[src/rtl/rxbuf_flow_ctrl.sv]
module rxbuf_flow_ctrl #(
  parameter int FREE_W     = 5,
  parameter int CLK_PER_US = 125
) (
  input  logic              clk,
  input  logic              rst_n,
  input  logic              thr_we,
  input  logic [7:0]        thr_wdata,
  input  logic              bp_we,
  input  logic [7:0]        bp_wdata,
  input  logic              ctl_we,
  input  logic [4:0]        ctl_wdata,
  output logic [7:0]        thr_q,
  output logic [7:0]        bp_q,
  output logic [4:0]        ctl_q,
  input  logic              full_duplex,
  input  logic [FREE_W-1:0] free_kb,
  input  logic              pkt_arrive,
  input  logic              da_match,
  output logic              pause_req,
  output logic [15:0]       pause_time,
  input  logic              pause_ack,
  output logic              jam_en,
  input  logic              rx_pause_frame,
  input  logic [15:0]       rx_pause_time,
  input  logic              stat_rd,
  output logic              rx_pause_seen,
  output logic              paused_now
);

  localparam int DIV_W = (CLK_PER_US > 1) ? $clog2(CLK_PER_US) : 1;
  localparam int US_W  = 10;
  localparam logic [DIV_W-1:0] DIV_LAST = DIV_W'(CLK_PER_US - 1);
  localparam logic [1:0] K_ON = 2'd0, K_OFF = 2'd1, K_HI = 2'd2, K_LO = 2'd3;

  logic [3:0] hw_thr, lw_thr, bp_thr, jam_code;
  logic       auto_en, bp_en, match_only, frc_on, frc_off;
  logic       hw_sent;
  logic [1:0] req_kind;
  logic [US_W-1:0]  us_left;
  logic [DIV_W-1:0] div_q;

  assign thr_q = {hw_thr, lw_thr};
  assign bp_q  = {bp_thr, jam_code};
  assign ctl_q = {frc_off, frc_on, match_only, bp_en, auto_en};

  function automatic logic [US_W-1:0] jam_us(input logic [3:0] c);
    case (c)
      4'd0: jam_us = 10'd5;
      4'd1: jam_us = 10'd10;
      4'd2: jam_us = 10'd15;
      4'd3: jam_us = 10'd25;
      4'd4: jam_us = 10'd50;
      4'd5: jam_us = 10'd100;
      4'd6: jam_us = 10'd150;
      4'd7: jam_us = 10'd200;
      4'd8: jam_us = 10'd250;
      default: jam_us = 10'd300 + 10'd50 * {6'd0, c - 4'd9};
    endcase
  endfunction

  wire auto_hi = auto_en && !hw_sent && (32'(free_kb) < 32'(hw_thr));
  wire auto_lo = auto_en &&  hw_sent && (32'(free_kb) > 32'(lw_thr));
  wire any_trig = frc_on || frc_off || auto_hi || auto_lo;
  wire bp_fire = !full_duplex && bp_en && (32'(free_kb) < 32'(bp_thr)) &&
                 (match_only ? da_match : pkt_arrive);

  always_ff @(posedge clk) begin
    if (!rst_n) begin
      hw_thr <= 4'd3; lw_thr <= 4'd8; bp_thr <= 4'd3; jam_code <= 4'd7;
      auto_en <= 1'b0; bp_en <= 1'b0; match_only <= 1'b0;
      frc_on <= 1'b0; frc_off <= 1'b0; hw_sent <= 1'b0;
      req_kind <= K_ON; pause_req <= 1'b0; pause_time <= 16'h0000;
    end else begin
      if (thr_we) begin hw_thr <= thr_wdata[7:4]; lw_thr <= thr_wdata[3:0]; end
      if (bp_we)  begin bp_thr <= bp_wdata[7:4];  jam_code <= bp_wdata[3:0]; end
      if (pause_req && pause_ack) begin
        pause_req <= 1'b0;
        case (req_kind)
          K_ON:    frc_on  <= 1'b0;
          K_OFF:   frc_off <= 1'b0;
          K_HI:    hw_sent <= 1'b1;
          default: hw_sent <= 1'b0;
        endcase
      end else if (!pause_req && any_trig) begin
        pause_req <= 1'b1;
        if (frc_on)       begin req_kind <= K_ON;  pause_time <= 16'hFFFF; end
        else if (frc_off) begin req_kind <= K_OFF; pause_time <= 16'h0000; end
        else if (auto_hi) begin req_kind <= K_HI;  pause_time <= 16'hFFFF; end
        else              begin req_kind <= K_LO;  pause_time <= 16'h0000; end
      end
      if (ctl_we) begin
        auto_en    <= ctl_wdata[0];
        bp_en      <= ctl_wdata[1];
        match_only <= ctl_wdata[2];
        if (ctl_wdata[3]) frc_on  <= 1'b1;
        if (ctl_wdata[4]) frc_off <= 1'b1;
      end
    end
  end

  always_ff @(posedge clk) begin
    if (!rst_n) begin
      jam_en <= 1'b0; us_left <= '0; div_q <= '0;
    end else if (!jam_en) begin
      if (bp_fire) begin
        jam_en <= 1'b1; us_left <= jam_us(jam_code); div_q <= '0;
      end
    end else if (div_q == DIV_LAST) begin
      div_q <= '0;
      if (us_left == 10'd1) jam_en <= 1'b0;
      else us_left <= us_left - 10'd1;
    end else begin
      div_q <= div_q + DIV_W'(1);
    end
  end

  always_ff @(posedge clk) begin
    if (!rst_n) begin
      rx_pause_seen <= 1'b0; paused_now <= 1'b0;
    end else begin
      if (rx_pause_frame) begin
        rx_pause_seen <= 1'b1;
        paused_now    <= (rx_pause_time != 16'h0000);
      end else if (stat_rd) begin
        rx_pause_seen <= 1'b0;
      end
    end
  end

  assert_req_hold_R6: assert property (@(posedge clk) disable iff (!rst_n)
    (pause_req && !pause_ack) |=> (pause_req && $stable(pause_time)));

  assert_release_armed_R3: assert property (@(posedge clk) disable iff (!rst_n)
    (!pause_req && !hw_sent && !frc_off) |=> !(pause_req && pause_time == 16'h0000));

  assert_auto_off_R4: assert property (@(posedge clk) disable iff (!rst_n)
    (!pause_req && !auto_en && !frc_on && !frc_off) |=> !pause_req);

  assert_no_jam_fdx_R9: assert property (@(posedge clk) disable iff (!rst_n)
    (!jam_en && full_duplex) |=> !jam_en);

  assert_rx_seen_R11: assert property (@(posedge clk) disable iff (!rst_n)
    rx_pause_frame |=> rx_pause_seen);

  assert_jam_range_R10: assert property (@(posedge clk) disable iff (!rst_n)
    us_left <= 10'd600);

endmodule

[config.mk]
export PLATFORM = sky130hd
export DESIGN_NAME = rxbuf_flow_ctrl
export DESIGN_NICKNAME = d
export VERILOG_FILES = /design/src/rtl/rxbuf_flow_ctrl.sv
export SDC_FILE = /design/constraint.sdc
export NUM_CORES = 1
export LEC_CHECK = 0
export ABC_AREA = 0
export CAP_MARGIN = 20
export CELL_PAD_IN_SITES_DETAIL_PLACEMENT = 0
export CELL_PAD_IN_SITES_GLOBAL_PLACEMENT = 1
export CORE_MARGIN = 2
export CORE_UTILIZATION = 37
export DETAILED_ROUTE_END_ITERATION = 7
export PLACE_DENSITY = 0.86
export SLEW_MARGIN = 20
export SYNTH_ARGS = -nofsm -noshare
export SYNTH_HDL_FRONTEND = slang
export SYNTH_SLANG_ARGS = --single-unit
[constraint.sdc]
create_clock -name clk -period 7.8 [get_ports clk]
set_input_delay 1.56 -clock clk [delete_from_list [all_inputs] [get_ports clk]]
set_output_delay 1.56 -clock clk [all_outputs]
set_load 0.02 [all_outputs]
======== After elaboration in Yosys (flattened, before gate mapping) ========
Cells that the tools add are included.
word-level totals
  bits in registers ....................... 61
  bits of input ports ..................... 53
  output and inout port bits .............. 41
  logic and storage cells ................. 98
cells by class
  add/subtract/negate cells ............... 4
  multiply operators ...................... 1
  magnitude comparators ................... 3
  equality and inequality tests ........... 14
  muxes and demuxes ....................... 30
  bitwise operators ....................... 3
  reductions and logical operators ........ 25
operators with widths
  cell                                                number
  case mux 10 bit (9 select lines)                    1
  two-way mux 16 bit                                  3
  two-way mux 10 bit                                  4
  two-way mux 7 bit                                   3
  == test 4 x 3 -> 1 bit, second input constant       4
  two-way mux 1 bit                                   16
  nonzero test 16 bit                                 1
  adder 9 x 10 -> 10 bit, first input constant        1
  == test 10 x 1 -> 1 bit, second input constant      1
  < comparator 5 x 4 -> 1 bit                         2
  subtractor 10 x 1 -> 10 bit, second input constant  1
  logical AND 1 bit                                   9
  multiplier 5 x 4 -> 9 bit, first input constant     1
  == test 4 x 2 -> 1 bit, second input constant       2
  adder 7 x 1 -> 7 bit, second input constant         1
  == test 7 bit, second input constant                1
  greater-than comparator 5 x 4 -> 1 bit              1
  == test 4 x 1 -> 1 bit, second input constant       1
  == test 4 bit, second input constant                1
  logical NOT 4 bit                                   1
  two-way mux 2 bit                                   2
  AND reduction 2 bit                                 2
  nonzero test 2 bit                                  2
  OR reduction 2 bit                                  2
  11 further kinds                                    17

======== Longest topological paths before layout ========
  depth after elaboration ................. 7
  mapped depth ............................ 14
  mapped depth without buffers ............ 13

======== Least setup slack after synthesis ========
No wires, ideal clock.
  path kind ............................... register to register
  from .................................... register jam_code[0]
  to ...................................... register us_left[7]
  setup time .............................. 0.119 ns
  data arrival time ....................... 3.170 ns
  required time ........................... 7.681 ns
  setup slack ............................. 4.511 ns
  stages on the path, launching flop included .. 14
  path buffers ............................ 1
  clock period less this slack ............ 3.289 ns
  cell sequence ........................... dfxtp_1 -> inv_1 -> ha_1 -> buf_2 -> xnor2_1 -> inv_1 -> ha_1 -> inv_1 -> fa_1 -> nor2_1 -> nand2_1 -> xnor2_1 -> a221o_1 -> o221a_2
between the ends
  longest elaborated chain between the ends .. 6
  elaborated cells between the ends (all ways) .. 15
  classes of those cells .................. add/sub: 2; mul: 1; eq/ne: 8; mux: 3; reduce/logical: 1
RTL lines
  element                             RTL line  text
  from (decl)                         36        logic [3:0] hw_thr, lw_thr, bp_thr, jam_code;
  from (signal assigned)              76        if (bp_we) begin bp_thr <= bp_wdata[7:4]; jam_code <= bp_wdata[3:0]; end
  subtractor 4 bit                    58        default: jam_us = 10'd300 + 10'd50 * {6'd0, c - 4'd9};
  multiplier 5 x 4 -> 9 bit           58
  adder 9 x 10 -> 10 bit              58
  case mux 10 bit (9 select lines) *  48        case (c)
  two-way mux 10 bit *                106       if (bp_fire) begin
  two-way mux 10 bit *                105       end else if (!jam_en) begin
  to (signal assigned)                112       else us_left <= us_left - 10'd1;
  to (decl)                           40        logic [US_W-1:0] us_left;
Every way passes the cells marked *; elsewhere a longest branch is shown, timed or not. The select of a mux whose other input is x is not followed.
A chain may end at the register's enable or synchronous reset.

======== Worst setup path in the final report ========
  from .................................... register jam_code[0]
  to ...................................... register us_left[8]
Same word-level chain as after synthesis.

==> impl_metrics.tcl <==
set metrics [dict create \
    status "completed" \
    syn_to_final_growth_pct 30.6 \
    cp-end-kind "register" \
    cts_buffer_depth 2 \
    diodes 0 \
    synth-simple-area-share_pct 19.3 \
    fin_crit_ns 3.53 \
    ys_async_sr_fraction_pct 0 \
    vias_per_cell 5.24 \
    die_x_um 95.8 \
    synth_compound_area_share_pct 21.2 \
    grt-ovfl-total 0 \
    cts_hold_buf 0 \
    start_util_pct 38.2 \
    cts_tree "built" \
    synth_top_family_by_area "compound AO/OA/AOI/OAI gates" \
    drt_iter0_drc 134 \
    antenna_found_initial 0 \
    fin_nets 527 \
    fillCellCount 825 \
    rsz0062_at_grt "false" \
    worst_pin_slew_ns 0.908 \
    power_w 0.000619 \
    p_leak_nw 1.61 \
    place_ws_ns 3.96 \
    avgSynthCellArea_um2 8.21 \
    ioPinCount 94 \
    post_synth_xor_area_fraction_pct 2.81 \
    yosysSeqAreaShare_pct 29.5 \
    cts_buffers 5 \
    layout_setup_ws_ns 4.27 \
    synth-seq-cells 46 \
    crit_path_max_fanout 8 \
    num_vias 2891 \
    hpwl_mm 5.89 \
    hold-worst-slack_ns 0.491 \
    netlist_area_um2 3120 \
    synth_fa_ha_area_share_pct 11.5 \
    synth_nets 461 \
    setup_viol 0 \
    drc_errors 0 \
    timing.final.crit_share_pct 45.2 \
    gp_congestion 0.839 \
    grt_max_degree 29 \
    dieHeight_um 95.8 \
    crit_required_ns 8.01 \
    critPathLaunchType "register" \
    drtAntennaViolNets 0 \
    ys.flop_type "dfxtp_1" \
    drv_cap 0 \
    dr.pass1.iters 4 \
    top_layer_used "met4" \
    port_buffers 93 \
    grt_pass1_wl_mm 12.5 \
    wl_mm 7.77 \
    rows 33 \
    cts_setup_buffers 0 \
    hold_viol 0 \
    htree_num_levels 2 \
    syn_inst 380 \
    max_slew_margin_pct 39.2 \
    layout-drive-gt1-share_pct 5.15 \
    grt_usage_pct 16.9 \
    irDropWorstVdd_mv 0.0763 \
    synthMuxAreaShare_pct 5.62 \
    worstHoldPathCells 2 \
    fmax_mhz 284 \
    wl_met2_mm 3.67 \
    clock_sinks 46 \
    worstPathArrival_ns 3.73 \
    ys_warn_count 0 \
    die-area_um2 9180 \
    wire_per_inst_um 14.1 \
    synth-edff-count 0 \
    wl_met1_mm 3.64 \
    worstSkewPairLatency_ns 0.29 \
    power.density_nw_per_um2 152 \
    hold_path_class "reg2reg" \
    yosysUniqueCellTypes 60 \
    tns_ns 0 \
    path_clk_slew_ns 0.09 \
    core_um2 8180 \
    wl_met3_um 382 \
    rr_worst_depth 13 \
    path_class "reg2reg" \
    finClkSkew_ns 0.00963 \
    finalMaxSlewViolations 0 \
    cts_resized 0 \
    grt_pass1_vias 2728 \
    root_buffer "clkbuf_8" \
]
==> cell families (layout without fill, tap and decap cells) <==
| family | count (synthesis) | after routing |
|---|---|---|
| fa+ha+maj | 28 | 28 |
| buf+inv | 63 | 130 |
| xor+xnor | 10 | 10 |
| simple gates | 118 | 118 |
| mux | 17 | 17 |
| compound gates | 98 | 98 |
| flops | 46 | 46 |
==> layout by cell type (no fill, tap or decap), drive strengths merged, types with 2 or more instances in the layout <==
cell type	n
o21a	5
a22oi	2
nand3	9
nand2	25
o211a	3
nor2b	4
and2	4
nand3b	3
clkinv	2
xor2	2
o21ai	21
nor3	10
a221oi	2
mux2i	16
ha	27
inv	27
o32ai	3
nor4	6
clkbuf	7
and3	3
o22ai	3
a311oi	2
a211oi	3
dfxtp	46
or3	3
xnor2	8
clkdlybuf4s50	93
and4	2
o221a	3
nor2	38
o31ai	2
nand4	3
a31oi	6
nand2b	2
o211ai	10
o41ai	2
a21oi	24
==> flip-flops by register name, indices dropped and copies added, names as in the netlist, 2 cells and up <==
| register | flops |
|---|---|
| us_left | 10 |
| div_q | 7 |
| bp_thr | 4 |
| hw_thr | 4 |
| jam_code | 4 |
| lw_thr | 4 |
| req_kind | 2 |
==> Yosys cell counts, types with 5 or more instances <==
master	instances	area, um^2
dfxtp_1	46	921
a31oi_1	6	37.5
buf_4	20	150
nand3_1	9	45.0
clkbuf_1	12	45.0
mux2i_1	15	150
o21a_1	5	37.5
inv_1	26	97.6
nor2_1	37	139
nor3_1	10	50.1
o211ai_1	10	75.1
nand2_1	25	93.8
o21ai_0	21	105
xnor2_1	8	70.1
ha_1	27	338
a21oi_1	24	120
==> metal layers <==
layer  vias to the layer above  global-route usage [%]
met2                        80                    27.6
met1                      1332                    22.9
met4                         0                    4.17
met3                         7                    3.52
met5                         -                       0
li1                       1472                       -
==> path summary, 6_finish.rpt <==
check	slack, ns	start	end
setup reg to reg	4.27	jam_code[0]	us_left[8]
hold / removal	0.49	us_left[8]	us_left[8]
hold reg to reg	0.49	us_left[8]	us_left[8]
setup / recovery	4.27	jam_code[0]	us_left[8]
==> metrics by stage <==
stage          utilization, %  instance area (um^2)  cells
3_5_place_dp             48.7                  3980    544
2_1_floorplan               -                  3120    380
6_report                 49.8                  4070    552
3_3_place_gp             48.7                  3980    544
4_1_cts                  49.8                  4070    552
5_1_grt                  49.8                  4070    552
==> where the power goes <==
group          switching [W]  internal [W]  leakage (nW)
clock              0.0000776     0.0000716        0.0482
sequential         0.0000141      0.000246         0.377
combinational       0.000104      0.000106          1.19
==> critical path: stages (launching register included) <==
cell and delay [ns]:
dfxtp_1 0.47, inv_1 0.15, ha_1 0.34, xnor2_1 0.41, inv_1 0.12, ha_1 0.37
inv_1 0.08, fa_1 0.45, xnor2_1 0.29, o21ai_0 0.14, nor2_1 0.12, xnor2_1 0.13
a2bb2oi_1 0.12, o32ai_1 0.26
==> area by class of cell <==
class	count	area, um^2	share of cell area [%]
Sequential cell	46	921	22.6
Inverter	28	105	2.58
Multi-Input combinational cell	271	1890	46.3
Timing Repair Buffer	94	938	23.0
Clock inverter	1	5.00	0.123
Tap cell	105	131	3.23
Clock buffer	7	86.3	2.12
Note: power is estimated with default switching activity, not from simulation.
